==> src/rtl/cmt_pkg.sv <==
package cmt_pkg;
  localparam int unsigned REG_W  = 16;
  localparam int unsigned N_CMP  = 4;
  localparam int unsigned DIV_W  = 6;   // enough for /64

  localparam logic [5:0] OFF_CTRL = 6'h00;
  localparam logic [5:0] OFF_MODE = 6'h04;
  localparam logic [5:0] OFF_PCTL = 6'h08;
  localparam logic [5:0] OFF_CNT  = 6'h14;
  localparam logic [5:0] OFF_CMP0 = 6'h18;

  localparam logic [2:0] RST_ON_A = 3'd1;
  localparam logic [2:0] RST_ON_B = 3'd2;
  localparam logic [2:0] RST_ON_C = 3'd5;
  localparam logic [2:0] RST_ON_D = 3'd6;

  localparam logic [1:0] MODE_PWM = 2'd2;

  typedef enum logic [1:0] {
    ACT_KEEP = 2'd0,
    ACT_LOW  = 2'd1,
    ACT_HIGH = 2'd2,
    ACT_INV  = 2'd3
  } pin_act_e;

  typedef enum logic [1:0] {
    EDG_RISE  = 2'd0,
    EDG_FALL  = 2'd1,
    EDG_BOTH  = 2'd2,
    EDG_BOTHX = 2'd3
  } edge_sel_e;

  typedef struct packed {
    logic [2:0] rst_src;
    edge_sel_e  edge_sel;
    logic [1:0] div_sel;
  } ctrl_t;

  typedef struct packed {
    logic     idle_lvl;
    pin_act_e act;
  } pctl_t;
endpackage

==> src/rtl/cmt_prescaler.sv <==
module cmt_prescaler
  import cmt_pkg::*;
(
  input  logic      clk_i,
  input  logic      rst_ni,
  input  logic      run_i,
  input  logic [1:0] div_sel_i,
  input  edge_sel_e edge_sel_i,
  output logic      tick_o
);
  logic [DIV_W-1:0] div_q;
  logic [DIV_W-1:0] low_mask;
  logic [2:0]       bidx;
  logic             low_all, hi;

  always_ff @(posedge clk_i or negedge rst_ni) begin
    if (!rst_ni)     div_q <= '0;
    else if (!run_i) div_q <= '0;
    else             div_q <= div_q + 1'b1;
  end

  // divided clock is div_q[bidx]; its edges occur when all lower bits are ones
  always_comb begin
    bidx     = {div_sel_i, 1'b0} - 3'd1;
    low_mask = (DIV_W'(1) << bidx) - DIV_W'(1);
    low_all  = &(div_q | ~low_mask);
    hi       = |(div_q & (DIV_W'(1) << bidx));
    if (div_sel_i == 2'd0) tick_o = 1'b1;
    else begin
      unique case (edge_sel_i)
        EDG_RISE: tick_o = low_all & ~hi;
        EDG_FALL: tick_o = low_all & hi;
        default:  tick_o = low_all;
      endcase
    end
  end

  assert_no_back_to_back_R4: assert property (@(posedge clk_i) disable iff (!rst_ni)
    (run_i && tick_o && div_sel_i != 2'd0) |=>
      (!tick_o || !run_i || !$stable(div_sel_i) || !$stable(edge_sel_i)));

  assert_halt_restart_R4: assert property (@(posedge clk_i) disable iff (!rst_ni)
    (!run_i && div_sel_i != 2'd0) |=> (!tick_o || edge_sel_i != EDG_RISE || div_sel_i == 2'd0 || run_i));
endmodule

==> src/rtl/cmt_channel.sv <==
module cmt_channel
  import cmt_pkg::*;
#(
  parameter int unsigned CNT_W = 16
) (
  input  logic             clk_i,
  input  logic             rst_ni,
  input  logic             run_i,
  input  logic             we_i,
  input  logic [5:0]       off_i,
  input  logic [REG_W-1:0] wdata_i,
  output logic [REG_W-1:0] rdata_o,
  output logic             pin_o
);
  ctrl_t            ctrl_q;
  logic [1:0]       mode_q;
  pctl_t            pctl_q;
  logic [CNT_W-1:0] cnt_q;
  logic [CNT_W-1:0] cmp_q [N_CMP];
  logic             pin_q;

  logic tick, step, rst_hit, hit_a, cnt_we, pctl_we, is_pwm;

  cmt_prescaler u_presc (
    .clk_i     (clk_i),
    .rst_ni    (rst_ni),
    .run_i     (run_i),
    .div_sel_i (ctrl_q.div_sel),
    .edge_sel_i(ctrl_q.edge_sel),
    .tick_o    (tick)
  );

  assign cnt_we  = we_i && off_i == OFF_CNT;
  assign pctl_we = we_i && off_i == OFF_PCTL;
  assign step    = run_i && tick;
  assign is_pwm  = mode_q == MODE_PWM;
  assign hit_a   = cnt_q == cmp_q[0];

  always_comb begin
    unique case (ctrl_q.rst_src)
      RST_ON_A: rst_hit = cnt_q == cmp_q[0];
      RST_ON_B: rst_hit = cnt_q == cmp_q[1];
      RST_ON_C: rst_hit = cnt_q == cmp_q[2];
      RST_ON_D: rst_hit = cnt_q == cmp_q[3];
      default:  rst_hit = 1'b0;
    endcase
  end

  always_ff @(posedge clk_i or negedge rst_ni) begin
    if (!rst_ni) begin
      ctrl_q <= '0;
      mode_q <= '0;
      pctl_q <= '0;
    end else if (we_i) begin
      if (off_i == OFF_CTRL) ctrl_q <= ctrl_t'({wdata_i[7:3], wdata_i[1:0]});
      if (off_i == OFF_MODE) mode_q <= wdata_i[1:0];
      if (off_i == OFF_PCTL) pctl_q <= pctl_t'(wdata_i[2:0]);
    end
  end

  for (genvar i = 0; i < N_CMP; i++) begin : g_cmp
    localparam logic [5:0] OFF_I = 6'(OFF_CMP0 + 4 * i);
    always_ff @(posedge clk_i or negedge rst_ni) begin
      if (!rst_ni)                     cmp_q[i] <= '0;
      else if (we_i && off_i == OFF_I) cmp_q[i] <= wdata_i[CNT_W-1:0];
    end
  end

  always_ff @(posedge clk_i or negedge rst_ni) begin
    if (!rst_ni)     cnt_q <= '0;
    else if (cnt_we) cnt_q <= wdata_i[CNT_W-1:0];
    else if (step)   cnt_q <= rst_hit ? '0 : cnt_q + 1'b1;
  end

  // A action has priority over the end-of-period return
  always_ff @(posedge clk_i or negedge rst_ni) begin
    if (!rst_ni) pin_q <= 1'b0;
    else if (pctl_we && !run_i) pin_q <= wdata_i[2];
    else if (step) begin
      if (hit_a) begin
        unique case (pctl_q.act)
          ACT_LOW:  pin_q <= 1'b0;
          ACT_HIGH: pin_q <= 1'b1;
          ACT_INV:  pin_q <= ~pin_q;
          default:  pin_q <= pin_q;
        endcase
      end else if (is_pwm && rst_hit) begin
        pin_q <= pctl_q.idle_lvl;
      end
    end
  end

  assign pin_o = pin_q;

  always_comb begin
    rdata_o = '0;
    unique case (off_i)
      OFF_CTRL: rdata_o = REG_W'({ctrl_q.rst_src, ctrl_q.edge_sel, 1'b0, ctrl_q.div_sel});
      OFF_MODE: rdata_o = REG_W'(mode_q);
      OFF_PCTL: rdata_o = REG_W'(pctl_q);
      OFF_CNT:  rdata_o = REG_W'(cnt_q);
      6'h18:    rdata_o = REG_W'(cmp_q[0]);
      6'h1C:    rdata_o = REG_W'(cmp_q[1]);
      6'h20:    rdata_o = REG_W'(cmp_q[2]);
      6'h24:    rdata_o = REG_W'(cmp_q[3]);
      default:  rdata_o = '0;
    endcase
  end

  assert_hold_halted_R3: assert property (@(posedge clk_i) disable iff (!rst_ni)
    (!run_i && !cnt_we) |=> $stable(cnt_q));

  assert_step_up_R3: assert property (@(posedge clk_i) disable iff (!rst_ni)
    (step && !rst_hit && !cnt_we) |=> cnt_q == $past(cnt_q) + 1'b1);

  assert_reset_to_zero_R5: assert property (@(posedge clk_i) disable iff (!rst_ni)
    (step && rst_hit && !cnt_we) |=> cnt_q == '0);

  assert_idle_on_write_R6: assert property (@(posedge clk_i) disable iff (!rst_ni)
    (pctl_we && !run_i) |=> pin_o == $past(wdata_i[2]));

  assert_pin_frozen_R6: assert property (@(posedge clk_i) disable iff (!rst_ni)
    (!run_i && !pctl_we) |=> $stable(pin_o));

  assert_period_return_R8: assert property (@(posedge clk_i) disable iff (!rst_ni)
    (step && is_pwm && rst_hit && !hit_a && !pctl_we) |=> pin_o == pctl_q.idle_lvl);

  assert_no_step_no_pin_R7: assert property (@(posedge clk_i) disable iff (!rst_ni)
    (run_i && !step) |=> $stable(pin_o));
endmodule

==> src/rtl/cmt_pwm_unit.sv <==
module cmt_pwm_unit
  import cmt_pkg::*;
#(
  parameter int unsigned N_CH   = 3,
  parameter int unsigned ADDR_W = 8,
  parameter int unsigned CNT_W  = 16
) (
  input  logic              clk_i,
  input  logic              rst_ni,
  input  logic              bus_we_i,
  input  logic [ADDR_W-1:0] bus_addr_i,
  input  logic [REG_W-1:0]  bus_wdata_i,
  output logic [REG_W-1:0]  bus_rdata_o,
  output logic [N_CH-1:0]   pwm_o
);
  localparam int unsigned CH_BASE = 16;
  localparam int unsigned SPAN_LG = 6;

  logic [N_CH-1:0]   run_q;
  logic [ADDR_W-1:0] rel;
  logic [ADDR_W-1:0] ch_idx;
  logic              in_ch, start_sel;
  logic [REG_W-1:0]  ch_rdata [N_CH];

  assign start_sel = bus_addr_i == '0;
  assign in_ch     = bus_addr_i >= ADDR_W'(CH_BASE);
  assign rel       = bus_addr_i - ADDR_W'(CH_BASE);
  assign ch_idx    = rel >> SPAN_LG;

  always_ff @(posedge clk_i or negedge rst_ni) begin
    if (!rst_ni)                    run_q <= '0;
    else if (bus_we_i && start_sel) run_q <= bus_wdata_i[N_CH-1:0];
  end

  for (genvar g = 0; g < N_CH; g++) begin : g_ch
    logic sel;
    assign sel = in_ch && ch_idx == ADDR_W'(g);
    cmt_channel #(.CNT_W(CNT_W)) u_ch (
      .clk_i  (clk_i),
      .rst_ni (rst_ni),
      .run_i  (run_q[g]),
      .we_i   (bus_we_i && sel),
      .off_i  (rel[SPAN_LG-1:0]),
      .wdata_i(bus_wdata_i),
      .rdata_o(ch_rdata[g]),
      .pin_o  (pwm_o[g])
    );
  end

  always_comb begin
    bus_rdata_o = '0;
    if (start_sel) bus_rdata_o = REG_W'(run_q);
    else if (in_ch) begin
      for (int i = 0; i < N_CH; i++)
        if (ch_idx == ADDR_W'(i)) bus_rdata_o = ch_rdata[i];
    end
  end

  assert_run_bits_R10: assert property (@(posedge clk_i) disable iff (!rst_ni)
    (bus_we_i && start_sel) |=> run_q == $past(bus_wdata_i[N_CH-1:0]));

  assert_run_kept_R10: assert property (@(posedge clk_i) disable iff (!rst_ni)
    !(bus_we_i && start_sel) |=> $stable(run_q));
endmodule

==> config.mk <==
export PLATFORM = sky130hd
export DESIGN_NAME = cmt_pwm_unit
export DESIGN_NICKNAME = d
export VERILOG_FILES = /design/src/rtl/cmt_pkg.sv /design/src/rtl/cmt_prescaler.sv /design/src/rtl/cmt_channel.sv /design/src/rtl/cmt_pwm_unit.sv
export SDC_FILE = /design/constraint.sdc
export NUM_CORES = 1
export LEC_CHECK = 0
export ABC_AREA = 0
export ABC_CLOCK_PERIOD_IN_PS = 8400
export BUFFER_PORTS_ARGS = -buffer_cell sky130_fd_sc_hd__buf_2
export CORE_AREA = 3 3 170 172
export DETAILED_ROUTE_END_ITERATION = 8
export DIE_AREA = 0 0 173 175
export GPL_TIMING_DRIVEN = 0
export PLACE_DENSITY = 0.93
export SLEW_MARGIN = 10
export SYNTH_ARGS = -nofsm -noshare
export SYNTH_HDL_FRONTEND = slang
export SYNTH_SLANG_ARGS = --single-unit
==> constraint.sdc <==
create_clock -name clk_i -period 8.4 [get_ports clk_i]
set_input_delay 1.68 -clock clk_i [delete_from_list [all_inputs] [get_ports clk_i]]
set_output_delay 1.68 -clock clk_i [all_outputs]
set_load 0.01 [all_outputs]
==> Implementation_results.wiki <==
{| class="wikitable"
! Metric !! Value
|-
| Outcome || complete, no violations
|-
| Met2 wire length || approximately 34000 um
|-
| Top cells by area, synth || dfrtp_1, mux2_2, mux2i_1
|-
| Area enclosed by the die boundary || about 30000 sq um
|-
| Core region area || 27600 sq um
|-
| Critical-path maximum fanout || 10
|-
| Hold Path End || g_ch[0].u_ch.u_presc.div_q[0]
|-
| Number of nets in the synthesized netlist || 1986
|-
| H-tree depth reported by CTS || 2
|-
| Total wire length || approximately 74000 um
|-
| Effective utilization at floorplan || between 60 and 70%
|-
| Number of antenna violations at the first check in global routing || 0
|-
| Most frequent cells after synthesis || dfrtp_1, mux2_2, nand2_1, clkbuf_1
|-
| RR Endpoint || g_ch[0].u_ch.cnt_q[11]
|-
| Share of the cycle needed by the critical path after routing || 82.1%
|-
| Leakage || 9.42 nW
|-
| Number of CTS-inserted buffers || 34
|-
| Number of buffers inserted by post-CTS setup repair || 0
|-
| Data arrival time of the critical path || between 5 and 6 ns
|-
| Metal3 WL || roughly 8400 um
|-
| Share of Yosys cell area claimed by the top area cell type || roughly two fifths
|-
| Path depth of the worst reg2reg path || 10
|-
| Number of remaining DRC errors || 0
|-
| Area added between synthesis and finish || 9.99%
|-
| Via count normalized by instance count || 7.49
|-
| CTS Hold Buffers Added || 0
|-
| Setup violations, final || 0
|-
| Slack of the worst reg-to-reg path || 4.27 ns
|-
| Seq cells post-synth || 300
|-
| Number of nets with antenna violations after routing || 0
|-
| Power Dens Cells || approximately 190 nW/um^2
|-
| Primary flip-flop cell chosen by synthesis mapping || dfrtp_1
|-
| Die Width || 173 um
|-
| Placer Congestion || around 1.0
|-
| Post-layout utilization of the core || 74.9%
|-
| Final Hold Viols || 0
|-
| Post-cts resize count || 0
|-
| Reg-to-reg startpoint || g_ch[0].u_ch.ctrl_q[5]
|-
| Via count of the first global-routing pass || around 18000
|-
| Largest net degree at the start of global routing || ~110
|-
| Clock edge transition at the registers on the reported setup and hold paths || approximately 0.06 ns
|-
| Routed length on met1 || between 20000 and 25000 um
|-
| Total via count after detailed routing || ~18000
|-
| Top routing layer in use || met4
|-
| Top-Level Pins || 46
|-
| Number of max-slew violations in the final report || 0
|-
| DR WL/cell || just over 30 um
|-
| Worst Hold Launch || g_ch[0].u_ch.u_presc.div_q[0]
|-
| Maximum achievable frequency || roughly 140 MHz
|-
| GRT Total Usage || between 40% and 50%
|-
| Endpoint class of the critical path || output port
|-
| Std cell rows || around 60
|-
| Hold Path Class || flip-flop to flip-flop
|-
| Global-route wire length before repair || 111000 um
|-
| Critical path start-end classification || input pin to output port
|-
| First-pass iteration count of the detailed router || 7
|-
| Count of maximum capacitance violations || 0
|-
| Number of library cell types mapped by synthesis || 84
|-
| Overall die height || about 180 um
|-
| Average cell area after synthesis || roughly 9.7 sq um
|-
| Clk Tree Root Cell || clkbuf_16
|-
| Clk_lat worst skew || 0.54 ns
|-
| Slew headroom || 12.6%
|-
| IO Port Bufs || 37
|-
| Setup repair after global routing missed its margin || no
|-
| Total number of nets in the final design || between 2000 and 2500
|-
| Post-Route Setup TNS || 0 ns
|-
| Data required time at the worst endpoint || between 6 and 7 ns
|-
| Clock sink total || 300
|-
| CTS tree || yes
|-
| Share of post-route cells with drive strength above 1 || 18.3%
|-
| Transition time at the pin with the least slew margin || between 1 and 1.5 ns
|-
| Maximum resistive drop on vdd || roughly 0.00018 V
|-
| Fraction of registers with async set or reset after synthesis || 100%
|-
| Proportion of synthesized chip area in sequential cells || between 30% and 40%
|-
| Critical Path Source Type || input pin
|-
| DRC violation total after the first TritonRoute iteration || a little over 3000
|-
| Final HPWL DP || approximately 54000 um
|-
| Most repeated cell in the gate-level netlist after synthesis || dfrtp_1
|-
| Synth Cell Area || roughly 19000 sq um
|-
| Worst clock skew || ~0.033 ns
|-
| Filler Cell Count || approximately 1900
|-
| Deepest clock path buffer count || 3
|-
| Number of instances in the synthesized netlist || between 1500 and 2000
|-
| Warning count from the yosys run || 0
|-
| Cell accounting for the most synthesized area || dfrtp_1
|-
| Min-Delay Path Depth || 1
|-
| Number of synthesized flops with an enable pin || 0
|-
| Remaining Overflow, GRT || 0
|-
| Final critical-path required period || 6.90 ns
|}
power by group:
part	internal, mW	switching (mW)	leakage (nW)
Sequential	1.52	0.0966	3.90
Combinational	0.260	0.462	4.97
Clock	0.864	0.638	0.545
per-layer routing:
layer / track usage (%) / vias to the layer above
li1: - / 7365
met3: 13.4 / 529
met1: 54.4 / 8658
met2: 77.7 / 1584
met5: 0 / -
met4: 39.2 / 0
kinds of logic (layout without fill, tap and decap cells):
| group | after synthesis | after routing | synth area share, % |
|---|---|---|---|
| adder cells (fa/ha/maj) | 18 | 18 | 1.20 |
| flip-flops | 300 | 300 | 39.9 |
| multiplexers | 319 | 319 | 18.5 |
| AO/OA/AOI/OAI | 462 | 462 | 16.8 |
| buffers and inverters | 217 | 318 | 4.68 |
| XOR/XNOR | 67 | 67 | 3.28 |
| other | 0 | 2 | 0 |
| AND/OR/NAND/NOR | 558 | 558 | 15.6 |
registers in the layout, indices dropped and copies added, names as in the netlist:
signal and cells:
g_ch.u_ch.ctrl_q 21, run_q 3, g_ch.u_ch.pin_o 3, g_ch.u_ch.u_presc.div_q 18, g_ch.u_ch.mode_q 6, g_ch.u_ch.cnt_q 48, g_ch.u_ch.cmp_q 192, g_ch.u_ch.pctl_q 9
worst max path at each step:
| stage | startpoint | end | slack, ns |
|---|---|---|---|
| floorplan | bus_addr_i[4] | bus_rdata_o[10] | 3.06 |
| global placement | rst_ni | g_ch[2].u_ch.cnt_q[9] | 0.21 |
| detailed placement | bus_addr_i[4] | bus_rdata_o[15] | 1.76 |
| CTS | bus_addr_i[4] | bus_rdata_o[15] | 1.69 |
| global route | bus_addr_i[4] | bus_rdata_o[6] | 1.33 |
| finish | bus_addr_i[2] | bus_rdata_o[6] | 1.50 |
worst max-delay path: stages:
cell and delay, ns:
clkbuf_1 0.30, buf_2 0.37, buf_1 0.65, buf_2 0.55, mux2i_1 0.27, nor2_1 0.05
a2111oi_0 0.85, a211oi_1 0.24, buf_2 0.23
metrics by stage:
stage	setup WS, ns	cells	instance area [sq um]	hold slack, ns	power (mW)
2_1_floorplan	3.06	1941	18800	0.444	2.05
3_3_place_gp	0.214	2356	19500	0.474	2.29
3_5_place_dp	1.76	2359	19600	0.481	2.31
4_1_cts	1.69	2420	20700	0.489	3.78
5_1_grt	1.33	2420	20700	0.528	3.94
6_report	1.50	2422	20700	0.490	3.84
final cells by class:
class                           instances  area, sq um  area share, %
Tap cell                              378          473           2.29
Clock buffer                           48          995           4.81
Sequential cell                       300         7510           36.3
Inverter                               39          146          0.708
Timing Repair Buffer                   40          278           1.34
Clock inverter                         13          124          0.599
Buffer                                178          734           3.55
Antenna cell                            2         5.00         0.0242
Multi-Input combinational cell       1424        10400           50.4
cell usage in the layout, fill, tap and decap left out, types with 17 or more instances in the layout:
cell type	netlist	final
buf_1	20	20
nor3_1	32	31
or3_1	31	31
a211oi_1	32	32
inv_1	38	38
nor4_1	31	31
nor2_1	64	64
nand2b_1	26	26
buf_2	20	56
nand3_1	41	41
clkbuf_16	0	35
mux2_2	228	228
nor2b_1	20	20
ha_1	18	18
mux2i_1	91	91
and3_1	25	25
a21oi_1	91	91
dfrtp_1	300	300
clkbuf_1	129	135
a221oi_1	17	17
o22ai_1	38	38
nand2_1	179	179
xor2_1	53	53
and2_1	24	24
o21ai_0	87	87
(Power assumes the default switching activity.)
